===== src/rtl/exc_seq_pkg.sv =====
package exc_seq_pkg;

  typedef enum logic [3:0] {
    EK_RESET = 4'd0,
    EK_UNDEF = 4'd1,
    EK_SVC   = 4'd2,
    EK_SMC   = 4'd3,
    EK_PABT  = 4'd4,
    EK_DABT  = 4'd5,
    EK_IRQ   = 4'd6,
    EK_FIQ   = 4'd7,
    EK_BKPT  = 4'd8
  } exc_kind_e;

  typedef enum logic [1:0] {
    ISA_WORD  = 2'd0,
    ISA_HALF  = 2'd1,
    ISA_BYTE  = 2'd2
  } isa_e;

  localparam int unsigned ST_T = 5;
  localparam int unsigned ST_F = 6;
  localparam int unsigned ST_I = 7;
  localparam int unsigned ST_A = 8;
  localparam int unsigned ST_E = 9;
  localparam int unsigned ST_J = 24;

  localparam logic [4:0] MD_FIQ = 5'b10001;
  localparam logic [4:0] MD_IRQ = 5'b10010;
  localparam logic [4:0] MD_SVC = 5'b10011;
  localparam logic [4:0] MD_MON = 5'b10110;
  localparam logic [4:0] MD_ABT = 5'b10111;
  localparam logic [4:0] MD_UND = 5'b11011;

  // mask set vector order: {A, I, F}
  typedef logic [2:0] mask_set_t;

endpackage


===== src/rtl/exc_lr_calc.sv =====
module exc_lr_calc
  import exc_seq_pkg::*;
#(
  parameter int unsigned XLEN = 32
) (
  input  exc_kind_e         kind_i,
  input  isa_e              isa_i,
  input  logic [XLEN-1:0]   pc_i,
  output logic [XLEN-1:0]   lr_o
);

  localparam int unsigned OFF_W = 4;

  logic [OFF_W-1:0] offset;

  always_comb begin
    offset = OFF_W'(4);
    if (kind_i == EK_DABT) begin
      offset = OFF_W'(8);
    end else if ((kind_i == EK_SVC || kind_i == EK_UNDEF) && isa_i == ISA_HALF) begin
      offset = OFF_W'(2);
    end
  end

  always_comb begin
    if (kind_i == EK_RESET) begin
      lr_o = '0;
    end else begin
      lr_o = pc_i + XLEN'(offset);
    end
  end

endmodule


===== src/rtl/exc_route.sv =====
module exc_route
  import exc_seq_pkg::*;
#(
  parameter int unsigned    XLEN       = 32,
  parameter logic [XLEN-1:0] LOVEC_BASE = '0,
  parameter logic [XLEN-1:0] HIVEC_BASE = 32'hFFFF_0000
) (
  input  exc_kind_e       kind_i,
  input  logic            ext_abort_i,
  input  logic            cfg_fiq_mon_i,
  input  logic            cfg_irq_mon_i,
  input  logic            cfg_ea_mon_i,
  input  logic            hivec_i,
  output logic [4:0]      mode_o,
  output mask_set_t       mask_o,
  output logic [XLEN-1:0] base_o,
  output logic [XLEN-1:0] vec_o
);

  localparam int unsigned VOFF_W = 5;

  logic [VOFF_W-1:0] voff;
  logic [4:0]        mode_raw;
  mask_set_t         mask_raw;
  logic              abort_to_mon;

  assign abort_to_mon = ext_abort_i & cfg_ea_mon_i;
  assign base_o       = hivec_i ? HIVEC_BASE : LOVEC_BASE;

  always_comb begin
    mode_raw = MD_UND;
    mask_raw = 3'b010;
    voff     = VOFF_W'(5'h04);
    unique case (kind_i)
      EK_RESET: begin mode_raw = MD_SVC; mask_raw = 3'b111; voff = VOFF_W'(5'h00); end
      EK_UNDEF: begin mode_raw = MD_UND; voff = VOFF_W'(5'h04); end
      EK_SVC:   begin mode_raw = MD_SVC; voff = VOFF_W'(5'h08); end
      EK_SMC:   begin mode_raw = MD_MON; voff = VOFF_W'(5'h08); end
      EK_PABT:  begin mode_raw = abort_to_mon ? MD_MON : MD_ABT; voff = VOFF_W'(5'h0C); end
      EK_DABT:  begin mode_raw = abort_to_mon ? MD_MON : MD_ABT; voff = VOFF_W'(5'h10); end
      EK_IRQ:   begin mode_raw = cfg_irq_mon_i ? MD_MON : MD_IRQ; voff = VOFF_W'(5'h18); end
      EK_FIQ:   begin
        mode_raw = cfg_fiq_mon_i ? MD_MON : MD_FIQ;
        mask_raw = 3'b011;
        voff     = VOFF_W'(5'h1C);
      end
      EK_BKPT:  begin mode_raw = MD_ABT; voff = VOFF_W'(5'h0C); end
      default:  begin mode_raw = MD_UND; voff = VOFF_W'(5'h04); end
    endcase
  end

  always_comb begin
    mode_o = mode_raw;
    mask_o = mask_raw;
    if (mode_raw == MD_ABT) begin
      mask_o[2] = 1'b1;
    end
  end

  assign vec_o = base_o | XLEN'(voff);

endmodule


===== src/rtl/exc_status_reg.sv =====
module exc_status_reg
  import exc_seq_pkg::*;
#(
  parameter int unsigned XLEN = 32
) (
  input  logic            clk_i,
  input  logic            rst_ni,
  input  logic            endian_init_i,
  input  logic [XLEN-1:0] boot_vec_i,
  input  logic            exc_valid_i,
  input  logic [4:0]      mode_i,
  input  mask_set_t       mask_i,
  input  logic [XLEN-1:0] lr_i,
  input  logic [XLEN-1:0] vec_i,
  input  logic            ret_valid_i,
  input  logic [31:0]     ret_spsr_i,
  input  logic            ret_ns_i,
  output logic            entry_o,
  output logic [XLEN-1:0] lr_o,
  output logic [31:0]     spsr_o,
  output logic [XLEN-1:0] vec_o,
  output logic [31:0]     cpsr_o,
  output logic            ns_o
);

  localparam logic [31:0] CPSR_RST = 32'h0000_01D3;

  logic            boot_q, boot_d;
  logic [31:0]     cpsr_q, cpsr_d;
  logic [31:0]     spsr_q, spsr_d;
  logic [XLEN-1:0] lr_q, lr_d;
  logic [XLEN-1:0] vec_q, vec_d;
  logic            entry_q, entry_d;
  logic            ns_q, ns_d;
  logic            cpsr_en, spsr_en, lr_en, vec_en, ns_en;

  // next-state process
  always_comb begin
    boot_d  = 1'b0;
    entry_d = 1'b0;
    cpsr_d  = cpsr_q;
    spsr_d  = cpsr_q;
    lr_d    = lr_i;
    vec_d   = vec_i;
    ns_d    = ret_ns_i;
    cpsr_en = 1'b0;
    spsr_en = 1'b0;
    lr_en   = 1'b0;
    vec_en  = 1'b0;
    ns_en   = 1'b0;
    if (boot_q) begin
      cpsr_d[ST_E] = endian_init_i;
      cpsr_en      = 1'b1;
      vec_d        = boot_vec_i;
      vec_en       = 1'b1;
    end else if (exc_valid_i) begin
      entry_d      = 1'b1;
      cpsr_d[4:0]  = mode_i;
      cpsr_d[ST_T] = 1'b0;
      cpsr_d[ST_J] = 1'b0;
      cpsr_d[ST_A] = cpsr_q[ST_A] | mask_i[2];
      cpsr_d[ST_I] = cpsr_q[ST_I] | mask_i[1];
      cpsr_d[ST_F] = cpsr_q[ST_F] | mask_i[0];
      cpsr_en      = 1'b1;
      spsr_en      = 1'b1;
      lr_en        = 1'b1;
      vec_en       = 1'b1;
    end else if (ret_valid_i) begin
      cpsr_d  = ret_spsr_i;
      cpsr_en = 1'b1;
      ns_en   = 1'b1;
    end
  end

  // register process
  always_ff @(posedge clk_i or negedge rst_ni) begin
    if (!rst_ni) begin
      boot_q  <= 1'b1;
      entry_q <= 1'b0;
      cpsr_q  <= CPSR_RST;
      spsr_q  <= '0;
      lr_q    <= '0;
      vec_q   <= '0;
      ns_q    <= 1'b0;
    end else begin
      boot_q  <= boot_d;
      entry_q <= entry_d;
      if (cpsr_en) cpsr_q <= cpsr_d;
      if (spsr_en) spsr_q <= spsr_d;
      if (lr_en)   lr_q   <= lr_d;
      if (vec_en)  vec_q  <= vec_d;
      if (ns_en)   ns_q   <= ns_d;
    end
  end

  assign entry_o = entry_q;
  assign lr_o    = lr_q;
  assign spsr_o  = spsr_q;
  assign vec_o   = vec_q;
  assign cpsr_o  = cpsr_q;
  assign ns_o    = ns_q;

endmodule


===== src/rtl/exc_entry_seq.sv =====
module exc_entry_seq
  import exc_seq_pkg::*;
#(
  parameter int unsigned     XLEN       = 32,
  parameter logic [XLEN-1:0] LOVEC_BASE = '0,
  parameter logic [XLEN-1:0] HIVEC_BASE = 32'hFFFF_0000
) (
  input  logic            clk_i,
  input  logic            rst_ni,
  input  logic            hivec_i,
  input  logic            endian_init_i,
  input  logic            cfg_fiq_mon_i,
  input  logic            cfg_irq_mon_i,
  input  logic            cfg_ea_mon_i,
  input  logic            exc_valid_i,
  input  logic [3:0]      exc_kind_i,
  input  logic            exc_ext_abort_i,
  input  logic [XLEN-1:0] pc_i,
  input  logic            ret_valid_i,
  input  logic [31:0]     ret_spsr_i,
  input  logic            ret_ns_i,
  output logic            entry_o,
  output logic [XLEN-1:0] lr_o,
  output logic [31:0]     spsr_o,
  output logic [XLEN-1:0] vec_o,
  output logic [31:0]     cpsr_o,
  output logic            ns_o
);

  exc_kind_e       kind_n;
  isa_e            isa;
  logic [4:0]      new_mode;
  mask_set_t       new_mask;
  logic [XLEN-1:0] lr_nxt;
  logic [XLEN-1:0] vec_nxt;
  logic [XLEN-1:0] base;
  logic [31:0]     cpsr_q;

  // codes past the last defined kind behave as undefined instruction
  assign kind_n = (exc_kind_i > 4'd8) ? EK_UNDEF : exc_kind_e'(exc_kind_i);

  always_comb begin
    if (cpsr_q[ST_J])      isa = ISA_BYTE;
    else if (cpsr_q[ST_T]) isa = ISA_HALF;
    else                   isa = ISA_WORD;
  end

  exc_lr_calc #(.XLEN(XLEN)) u_lr (
    .kind_i (kind_n),
    .isa_i  (isa),
    .pc_i   (pc_i),
    .lr_o   (lr_nxt)
  );

  exc_route #(
    .XLEN       (XLEN),
    .LOVEC_BASE (LOVEC_BASE),
    .HIVEC_BASE (HIVEC_BASE)
  ) u_route (
    .kind_i        (kind_n),
    .ext_abort_i   (exc_ext_abort_i),
    .cfg_fiq_mon_i (cfg_fiq_mon_i),
    .cfg_irq_mon_i (cfg_irq_mon_i),
    .cfg_ea_mon_i  (cfg_ea_mon_i),
    .hivec_i       (hivec_i),
    .mode_o        (new_mode),
    .mask_o        (new_mask),
    .base_o        (base),
    .vec_o         (vec_nxt)
  );

  exc_status_reg #(.XLEN(XLEN)) u_stat (
    .clk_i         (clk_i),
    .rst_ni        (rst_ni),
    .endian_init_i (endian_init_i),
    .boot_vec_i    (base),
    .exc_valid_i   (exc_valid_i),
    .mode_i        (new_mode),
    .mask_i        (new_mask),
    .lr_i          (lr_nxt),
    .vec_i         (vec_nxt),
    .ret_valid_i   (ret_valid_i),
    .ret_spsr_i    (ret_spsr_i),
    .ret_ns_i      (ret_ns_i),
    .entry_o       (entry_o),
    .lr_o          (lr_o),
    .spsr_o        (spsr_o),
    .vec_o         (vec_o),
    .cpsr_o        (cpsr_q),
    .ns_o          (ns_o)
  );

  assign cpsr_o = cpsr_q;

endmodule


===== config.mk =====
export PLATFORM = sky130hd
export DESIGN_NAME = exc_entry_seq
export DESIGN_NICKNAME = d
export VERILOG_FILES = /design/src/rtl/exc_seq_pkg.sv /design/src/rtl/exc_lr_calc.sv /design/src/rtl/exc_route.sv /design/src/rtl/exc_status_reg.sv /design/src/rtl/exc_entry_seq.sv
export SDC_FILE = /design/constraint.sdc
export NUM_CORES = 1
export LEC_CHECK = 0
export CORE_UTILIZATION = 65
export CTS_CLUSTER_DIAMETER = 30
export CTS_CLUSTER_SIZE = 24
export DETAILED_ROUTE_END_ITERATION = 12
export DONT_BUFFER_PORTS = 1
export HOLD_SLACK_MARGIN = 0.1
export PLACE_DENSITY = 0.79
export SETUP_SLACK_MARGIN = 0.1
export SKIP_LAST_GASP = 1
export SYNTH_ARGS = -nofsm -noshare
export SYNTH_HDL_FRONTEND = slang
export SYNTH_SLANG_ARGS = --single-unit

===== constraint.sdc =====
create_clock -name clk_i -period 5.1 [get_ports clk_i]
set_input_delay 0.51 -clock clk_i [delete_from_list [all_inputs] [get_ports clk_i]]
set_output_delay 0.51 -clock clk_i [all_outputs]
set_load 0.01 [all_outputs]

==> impl_metrics.py, run 1 <==
metrics = {
    "run_status": {
        "outcome": "finished, final reports clean",
    },
    "floorplanning": {
        "die_w_microns": 89.9,
        "start_util_pct": 68.1,
        "die_h_microns": 89.9,
        "boundaryPins": 209,
        "num_rows": 31,
        "die_area_sq_mm": 0.00807,
        "core_sq_mm": 0.00737,
    },
    "sta": {
        "setup_violations": 0,
        "max_slew_margin_pct": 31.3,
        "slew_viol_final": 0,
        "fmax_ghz": 0.348,
        "holdWs_ps": 243,
        "hold_viol_final": 0,
        "period_minus_slack_ps": 2870,
        "finalCritPeriodShare_pct": 56.4,
        "tightestPinTransition_ps": 1020,
        "rsz0062_at_grt": "no",
        "setup_tns_ps": 0,
        "worst_clock_skew_ps": 9.74,
    },
    "worst_setup_path": {
        "worstSetupPathType": "reg2reg",
        "arrival_ps": 3100,
        "reg2reg_slack_ps": 2230,
        "cp.required_ps": 5330,
        "crit_end": "u_stat.lr_o[7]",
        "crit_path_start_kind": "flip-flop",
        "crit_fanout": 34,
        "r2r_end": "u_stat.lr_o[7]",
        "cp-startpoint": "u_stat.boot_q",
        "r2r-start": "u_stat.boot_q",
        "worst_setup_path_end_kind": "flip-flop",
        "reg2regPathDepth": 6,
    },
    "clock_network": {
        "cts_tree": "done",
        "htreeDepth": 3,
        "cts_sinks": 103,
        "root_buffer": "clkbuf_8",
        "clockBufferDepth": 2,
        "cts_resized": 0,
        "ctsHoldBuffers": 2,
        "numCtsBuffers": 9,
        "insertion_delay_ps": 350,
        "cts_setup_buffers": 0,
        "clkTransAtPathRegs_ps": 100,
    },
    "cells_and_area": {
        "fin_nets": 583,
        "n_fill_cell": 561,
        "synthToLayoutAreaGrowth_pct": 2.47,
        "post-route-util_pct": 69.8,
        "diodes": 0,
        "drive_gt1_share_pct": 12.1,
        "final_cells": 604,
    },
    "routing": {
        "num_vias": 3571,
        "firstDrtPassIters": 5,
        "wl_per_cell_microns": 17.5,
        "avgViaCountPerCell": 5.91,
        "drc_errors": 0,
        "wl_mm": 10.6,
        "ant_nets": 0,
        "drt_iter0_drc": 192,
    },
    "yosys": {
        "yosys_warnings": 0,
        "synthCells": 525,
        "synth-seq-cells": 103,
        "synth_cell_types": 50,
        "synth_area_leaders": "dfrtp_1 (48%), nand2_1 (10%), mux2_2 (5.4%)",
        "synth_top_cell_by_area": "dfrtp_1",
        "synth_seq_area_share_pct": 51.5,
        "syn_area_sq_mm": 0.00502,
        "avgSynthCellArea_sq_um": 9.56,
        "synth_top_area_share_pct": 47.9,
    },
    "grt": {
        "grtUsageTotal_pct": 27.9,
        "grt_first_pass_wirelength_mm": 18.0,
        "antenna_found_initial": 0,
        "grt_max_degree": 104,
        "gr-total-overflow": 0,
        "grt_pass1_vias": 3626,
    },
    "power_and_ir_drop": {
        "p_leak_nw": 2.31,
        "power_per_cell_area_mw_per_mm2": 365,
        "peakVddDrop_mv": 0.240,
    },
    "place": {
        "dp_cells": 586,
        "dp_hpwl_mm": 7.38,
        "gp_congestion": 0.926,
        "port-buffer-count": 0,
    },
    "hold_path": {
        "min_delay_path_depth": 1,
        "hold_class": "in2reg",
    },
    "job": {
        "max_cap_violations": 0,
    },
}
through the flow:
step	instance area, sq um	setup slack (ps)	power (mW)
detailed placement	4900	1900	1.36
finish	5140	2230	1.87
global route	5140	1980	1.98
CTS	5140	2250	1.90
global placement	4900	1980	1.35
floorplan	5070	2130	1.32
worst min path at each step:
stage                start                 to  slack (ps)
2_1_floorplan       rst_ni  u_stat.cpsr_o[10]         210
3_3_place_gp        rst_ni   u_stat.spsr_o[0]         220
3_5_place_dp        rst_ni    u_stat.vec_o[3]         220
4_1_cts        exc_valid_i    u_stat.vec_o[3]         220
5_1_grt        exc_valid_i    u_stat.vec_o[3]         210
6_report       exc_valid_i    u_stat.vec_o[3]         240
critical path, stage by stage, from the launching register on:
cell      delay (ps)
dfstp_2          760
inv_1            210
nand2_2          120
clkinv_1         790
o21ai_1          390
buf_4            330
o21ai_0          140
kinds of logic (layout without fill, tap and decap cells):
family | Yosys count | in the layout | share of synthesized area [%]
buffers and inverters | 70 | 37 | 7.38
adders and majority gates | 4 | 4 | 1.15
DFF | 103 | 103 | 51.5
muxes | 24 | 24 | 5.39
other | 1 | 14 | 0.0747
and+or+nand+nor | 207 | 207 | 18.1
xor gates and xnor gates | 29 | 29 | 5.06
AOI/OAI and AO/OA | 87 | 87 | 11.3
Yosys cell counts (all sizes together):
cell,count
nand2,138
dfrtp,96
o21ai,39
buf,31
nor2,26
mux2,24
xor2,24
clkbuf,23
a21oi,19
inv,14
nand3,14
nand4,8
dfstp,7
o31ai,6
o22ai,5
xnor2,5
and2,4
nor2b,4
and3,3
ha,3
nand2b,3
o22a,3
a2111oi,2
a211oi,2
a221oi,2
a31oi,2
and4,2
clkinv,2
or3,2
a21boi,1
a221o,1
a22o,1
and2b,1
conb,1
fa,1
nand3b,1
nor3,1
o2111ai,1
o21a,1
o2bb2a,1
o41ai,1
area by class of cell:
cell class | instances | area [sq um] | share of cell area [%]
sequential | 103 | 2590 | 50.3
multi-input combinational | 365 | 2110 | 41.1
clock buffer | 11 | 141 | 2.75
tap | 99 | 124 | 2.41
timing repair buffer | 5 | 60.1 | 1.17
inverter | 16 | 60.1 | 1.17
clock inverter | 5 | 57.6 | 1.12
routing by layer:
layer  wire length [microns]  GRT usage (%)  up-vias
li1                        -              -     1657
met1                    4220           34.5     1736
met2                    5260           46.0      162
met3                     936           9.64       16
met4                     172           9.41        0
met5                       0              0        -
where the power goes:
group | switching, mW | total (mW) | internal (mW)
logic | 0.131 | 0.231 | 0.101
clock network | 0.270 | 0.512 | 0.242
registers | 0.179 | 1.13 | 0.953
layout by cell type (no fill, tap or decap), types with 2 or more instances in the layout:
master,synthesis,final
a2111oi_4,2,2
nand3_1,14,14
o22a_1,3,3
ha_1,3,3
a21oi_1,19,19
nor2b_1,4,4
conb_1,1,14
xnor2_1,5,5
mux2_2,24,24
dfrtp_1,96,96
nand2b_1,2,2
nor2_1,25,25
o22ai_1,5,5
xor2_1,24,24
and3_1,2,2
clkbuf_8,0,10
and2_1,4,4
inv_1,14,14
clkinv_1,2,2
o21ai_0,24,24
nand4_1,6,6
clkinv_2,0,2
and4_1,2,2
a211oi_1,2,2
a31oi_1,2,2
nand2_1,138,137
or3_1,2,2
dfstp_2,7,7
o21ai_1,15,15
buf_4,28,3
o31ai_2,3,3
o31ai_1,3,3
a221oi_1,2,2
flip-flops by register name, summed over array words and instances (netlist names):
name            count
u_stat.boot_q       1
u_stat.cpsr_o      32
u_stat.entry_o      1
u_stat.lr_o        32
u_stat.ns_o         1
u_stat.spsr_o      32
u_stat.vec_o        4
No activity file was read; power rests on OpenSTA's default activity.
==> run 2: changes to the inputs <==
ABC_AREA = 1   (was default)
CORE_UTILIZATION = 57   (was 65)
PLACE_DENSITY = 0.73   (was 0.79)
clock period = 2.35 ns   (was 5.1 ns; I/O delays follow)
==> run 2 against run 1 <==
The flow now finishes with violations (negative hold slack); fmax up 36%; non-clock buffer count is 73 higher; area after synthesis up 6.7%; critical path type unchanged; highest routed layer unchanged; via count up 26%; worst setup slack got worse by 2000 ps; clock skew up 0.52 ps; critical path depth increased by 9; first-iteration DRC count is 14% higher.
==> impl_metrics.py, run 2 <==
metrics = {
    "yosys": {
        "synth_ff_type": "dfrtp_1",
        "synth_edf_count": 0,
        "synth-seq-cells": 103,
        "yosysMostFrequentCell": "nand2_1",
        "syn_area_sq_mm": 0.00535,
        "ys_top_cells_by_count": "nand2_1 (224), dfrtp_1 (96), nor2_1 (61)",
        "avgSynthCellArea_sq_um": 8.18,
        "synthCells": 654,
        "synth_cell_types": 45,
        "synth_top_area_share_pct": 44.9,
        "synth_area_leaders": "dfrtp_1 (45%), nand2_1 (16%), nor2_1 (4.3%)",
        "synth_top_cell_by_area": "dfrtp_1",
        "synth_seq_area_share_pct": 48.3,
        "ys_async_sr_fraction_pct": 100,
        "yosys_warnings": 0,
    },
    "routing": {
        "drc_errors": 0,
        "drt_iter0_drc": 219,
        "wl_per_cell_microns": 16.9,
        "drt-met1-wl_mm": 5.54,
        "avgViaCountPerCell": 5.46,
        "top_layer_used": "met4",
        "wl_met2_mm": 6.83,
        "firstDrtPassIters": 4,
        "dr_wl_met3_mm": 1.27,
        "wl_mm": 14.0,
        "num_vias": 4505,
        "ant_nets": 0,
    },
    "place": {
        "dp_hpwl_mm": 9.76,
        "gp_congestion": 0.910,
        "port-buffer-count": 0,
        "dp_cells": 742,
    },
    "clock_network": {
        "clockBufferDepth": 2,
        "htreeDepth": 3,
        "clkTransAtPathRegs_ps": 110,
        "cts_sinks": 103,
        "root_buffer": "clkbuf_8",
        "cts_tree": "done",
        "numCtsBuffers": 9,
        "insertion_delay_ps": 370,
        "ctsHoldBuffers": 64,
    },
    "cells_and_area": {
        "diodes": 0,
        "drive_gt1_share_pct": 11.9,
        "final_cells": 825,
        "synthToLayoutAreaGrowth_pct": 17.1,
        "fin_nets": 795,
        "final_common_cell": "nand2_1",
        "n_fill_cell": 760,
        "final_cell_mix": "nand2_1 (220), dfrtp_1 (96), dlygate4sd3_1 (64)",
    },
    "worst_setup_path": {
        "reg2regPathDepth": 15,
        "crit_fanout": 3,
        "cpPeakStageDelay_ps": 380,
        "crit_path_start_kind": "flip-flop",
        "crit_chain": "inv_2 -> nor2_1 -> inv_1 -> nor2_2 -> ha_2 -> inv_2 -> fa_2 -> inv_2 -> nand2_4 -> a21oi_4 -> nand3_2 -> nor2_2 -> nand2_1 -> o21ai_1 -> nand2_1",
        "cpMostUsedCell": "inv_2",
        "worst_setup_path_end_kind": "flip-flop",
        "arrival_ps": 2380,
        "critPathSlowestCell": "dfrtp_1",
        "cp.required_ps": 2610,
        "worstSetupPathType": "reg2reg",
    },
    "floorplanning": {
        "boundaryPins": 209,
        "num_rows": 34,
        "start_util_pct": 60.2,
        "die_area_sq_mm": 0.00978,
        "die_w_microns": 98.9,
        "core_sq_mm": 0.00889,
        "die_h_microns": 98.9,
    },
    "power_and_ir_drop": {
        "p_leak_nw": 3.07,
        "power_per_cell_area_mw_per_mm2": 687,
        "peakVddDrop_mv": 0.457,
    },
    "grt": {
        "grt_max_degree": 104,
        "gr-total-overflow": 0,
        "grtUsageTotal_pct": 29.8,
        "antenna_found_initial": 0,
        "grt_pass1_vias": 4588,
        "grt_first_pass_wirelength_mm": 22.6,
    },
    "sta": {
        "hold_viol_final": 103,
        "tightestPinTransition_ps": 682,
        "fmax_ghz": 0.473,
        "setup_violations": 0,
        "setup_tns_ps": 0,
        "rsz0062_at_grt": "yes",
        "worst_clock_skew_ps": 10.3,
        "max_slew_margin_pct": 54.3,
        "slew_viol_final": 0,
        "finalCritPeriodShare_pct": 90.0,
        "holdWs_ps": -457,
        "period_minus_slack_ps": 2110,
    },
    "hold_path": {
        "hold_class": "in2async",
    },
    "job": {
        "max_cap_violations": 0,
    },
    "run_status": {
        "outcome": "finished, violations left",
        "violations": "negative hold slack",
    },
}
-- run 2: cell types whose count changed after synthesis, moves of 19 or more --
cell,delta
xor2_1,-23
nand2_1,+86
mux2_2,-20
clkbuf_1,-19
nor2_1,+36
nand3_1,+24
inv_1,+37
-- run 2: what timing repair did --
item,4_1_cts,5_1_grt
buffers inserted,0,3
pin swaps,3,3
hold endpoints to repair,165,103
resized for setup,0,14
endpoints found under the setup margin,1,16
-- run 2: worst paths after layout --
kind | start | endpoint | slack, ps
worst max-delay path | u_stat.cpsr_o[5] | u_stat.lr_o[17] | 240
worst min-delay path | rst_ni | u_stat.lr_o[12] | -460
worst max register to register | u_stat.cpsr_o[5] | u_stat.lr_o[17] | 240
worst min register to register | u_stat.vec_o[30] | u_stat.vec_o[30] | 520
max in group asynchronous | rst_ni | u_stat.cpsr_o[8] | 2550
min in group clk_i | pc_i[21] | u_stat.lr_o[21] | 110
-- run 2: kinds of logic (layout without fill, tap and decap cells) --
group | count (synthesis) | after routing | synth area share, %
AOI/OAI and AO/OA | 71 | 71 | 7.50
muxes | 23 | 23 | 5.54
other | 1 | 14 | 0.0701
adders and majority gates | 4 | 4 | 1.08
buffers and inverters | 99 | 149 | 9.75
xor gates and xnor gates | 6 | 6 | 0.982
and+or+nand+nor | 347 | 347 | 26.8
DFF | 103 | 103 | 48.3
-- run 2: worst max-delay path, delay by kind of cell, from the launching register on --
family	cells	cell delay [ps]
compound gates	2	300
fa+ha+maj	2	540
buf+inv	4	220
flops	1	380
simple gates	7	560
-- run 2: cell type report --
type                            count  area [sq um]  area share (%)
Sequential cell                   103          2590            41.3
Tap cell                          108           135            2.16
Clock inverter                      7          97.6            1.56
Timing Repair Buffer               78           758            12.1
Clock buffer                        9           124            1.98
Inverter                           55           206            3.29
Multi-Input combinational cell    465          2360            37.7
-- run 2: where the power goes --
group / internal [mW] / total [mW] / switching (mW)
clock network: 0.533 / 1.22 / 0.688
logic: 0.307 / 0.643 / 0.337
registers: 2.06 / 2.44 / 0.377
total: 2.90 / 4.30 / 1.40
-- run 2: routing by layer --
metal  vias to the layer above  GRT usage (%)
met5                         -              0
met4                         0           10.9
met3                        27           9.43
met2                       204           50.7
met1                      2111           35.6
li1                       2163              -
-- run 2: metrics by stage --
stage,power (mW),cell area [sq um],utilization [%],setup slack [ps]
2_1_floorplan,2.87,5420,-,113
3_3_place_gp,2.97,5340,60.0,72.7
3_5_place_dp,3.00,5340,60.0,-57.2
4_1_cts,4.31,6200,69.7,101
5_1_grt,4.51,6270,70.5,66.1
6_report,4.30,6270,70.5,235
==> run 3: changes to the inputs <==
GPL_TIMING_DRIVEN = 0   (was default)
==> run 3 against run 2 <==
The flow still finishes with violations (negative hold slack); cell count rose by 5.7%; highest routed layer unchanged; clock power is 9% lower; critical endpoint unchanged; total power down 0.79%.
==> impl_metrics.py, run 3 (synthesis results as in run 2) <==
metrics = {
    "place": {
        "port-buffer-count": 0,
        "dp_hpwl_mm": 10.2,
        "dpl_cell_area_sq_mm": 0.00556,
        "gp_congestion": 0.926,
    },
    "floorplanning": {
        "core_sq_mm": 0.00889,
        "die_h_microns": 98.9,
        "start_util_pct": 60.2,
        "die_area_sq_mm": 0.00978,
        "die_w_microns": 98.9,
        "num_rows": 34,
        "boundaryPins": 209,
    },
    "worst_setup_path": {
        "crit_path_start_kind": "flip-flop",
        "worstSetupPathType": "reg2reg",
        "crit_fanout": 3,
        "reg2regPathDepth": 17,
        "r2r_end": "u_stat.lr_o[17]",
        "cp-startpoint": "u_stat.cpsr_o[5]",
        "reg2reg_slack_ps": 50,
        "crit_end": "u_stat.lr_o[17]",
        "r2r-start": "u_stat.cpsr_o[5]",
        "cp.required_ps": 2670,
        "worst_setup_path_end_kind": "flip-flop",
        "arrival_ps": 2610,
    },
    "cells_and_area": {
        "fin_nets": 842,
        "fin_area_sq_mm": 0.00664,
        "drive_gt1_share_pct": 18.6,
        "diodes": 0,
        "synthToLayoutAreaGrowth_pct": 24.0,
        "final_cell_mix": "nand2_1 (216), dfrtp_1 (94), dlygate4sd3_1 (63)",
        "final_common_cell": "nand2_1",
    },
    "clock_network": {
        "numCtsBuffers": 9,
        "clockBufferDepth": 2,
        "ctsHoldBuffers": 63,
        "htreeDepth": 3,
        "clkTransAtPathRegs_ps": 100,
        "cts_tree": "done",
        "insertion_delay_ps": 370,
        "cts_sinks": 103,
        "root_buffer": "clkbuf_8",
    },
    "routing": {
        "num_vias": 4773,
        "wl_per_cell_microns": 17.1,
        "firstDrtPassIters": 5,
        "drc_errors": 0,
        "wl_mm": 14.9,
        "ant_nets": 0,
        "avgViaCountPerCell": 5.47,
        "drt_iter0_drc": 277,
    },
    "sta": {
        "hold_viol_final": 103,
        "holdWs_ps": -454,
        "tightestPinTransition_ps": 596,
        "max_slew_margin_pct": 60.3,
        "setup_violations": 0,
        "slew_viol_final": 0,
        "rsz0062_at_grt": "yes",
        "worst_clock_skew_ps": 14.6,
        "fmax_ghz": 0.435,
        "period_minus_slack_ps": 2300,
        "finalCritPeriodShare_pct": 97.8,
    },
    "power_and_ir_drop": {
        "power_mw": 4.27,
        "p_leak_nw": 3.29,
        "power_per_cell_area_mw_per_mm2": 643,
        "peakVddDrop_mv": 0.533,
    },
    "grt": {
        "grtUsageTotal_pct": 30.9,
        "gr-total-overflow": 0,
        "grt_first_pass_wirelength_mm": 23.4,
        "grt_pass1_vias": 4762,
        "grt_max_degree": 104,
        "antenna_found_initial": 0,
    },
    "job": {
        "max_cap_violations": 0,
    },
    "run_status": {
        "outcome": "finished, violations left",
        "violations": "negative hold slack",
    },
    "hold_path": {
        "hold_class": "in2async",
    },
}
[run 3: cell types whose count changed in the layout (fill, tap and decap cells not counted), sizes merged]
| cell | before | now |
|---|---|---|
| dlygate4sd3 | 64 | 63 |
| bufinv | 1 | 0 |
| buf | 14 | 57 |
| clkbuf | 9 | 14 |
| clkinv | 2 | 3 |
| nand2 | 227 | 228 |
| inv | 59 | 58 |
[run 3: metrics by stage]
step	worst slack [ps]	TNS (ps)	instances	util [%]
floorplan	113	0	667	-
global placement	-186	-809	775	62.5
detailed placement	-227	-1160	775	62.5
CTS	106	0	859	72.7
global route	-119	-594	872	74.6
finish	50.8	0	872	74.6
[run 3: timing repair]
item | 4_1_cts | 5_1_grt
resized for setup | 12 | 23
pin swaps | 8 | 28
setup buffers | 5 | 12
endpoints found under the setup margin | 10 | 19
gates cloned | 0 | 1
endpoints found under the hold margin | 165 | 103
[run 3: worst min-delay path by stage]
stage	from	to	slack, ps	cells past startpoint
after floorplan	rst_ni	u_stat.cpsr_o[10]	-60	0
after global placement	rst_ni	u_stat.lr_o[13]	-60	0
after detailed placement	rst_ni	u_stat.lr_o[10]	-60	0
after CTS	rst_ni	u_stat.spsr_o[19]	-470	0
after global routing	rst_ni	u_stat.cpsr_o[16]	-480	0
final	rst_ni	u_stat.lr_o[13]	-450	0
[run 3: area by class of cell]
| cell class | count | area, sq um |
|---|---|---|
| flip-flops and latches | 103 | 2590 |
| multi-input cells | 466 | 2420 |
| fillers | 665 | 2250 |
| repair buffers | 80 | 769 |
| plain buffers | 44 | 315 |
| inverters | 55 | 206 |
| clock buffers | 10 | 138 |
| well taps | 108 | 135 |
| clock inverters | 6 | 60.1 |
[run 3: worst max-delay path, stage by stage, from the launching register on]
cell and delay (ps):
dfrtp_2 420, inv_2 50, nor2_2 100, inv_1 50
nor2_2 120, ha_2 210, inv_2 50, fa_2 330
inv_2 80, nand2_4 60, a21oi_4 190, buf_6 130
nand2_4 50, nor2_1 100, nor2_1 50, nor2_1 120
o21ai_2 70, nand2_1 60
[run 3: where the power goes]
| group | leakage [nW] | internal (mW) | switching, mW |
|---|---|---|---|
| registers | 1.26 | 2.06 | 0.387 |
| clock network | 0.101 | 0.439 | 0.675 |
| logic | 1.94 | 0.356 | 0.350 |
[run 3: layer usage]
layer / share of wire, % / up-vias / GRT usage (%)
li1: - / 2257 / -
met1: 39 / 2226 / 37.8
met2: 48 / 254 / 52.2
met3: 9.7 / 36 / 8.65
met4: 2.9 / 0 / 11.0
met5: 0 / - / 0
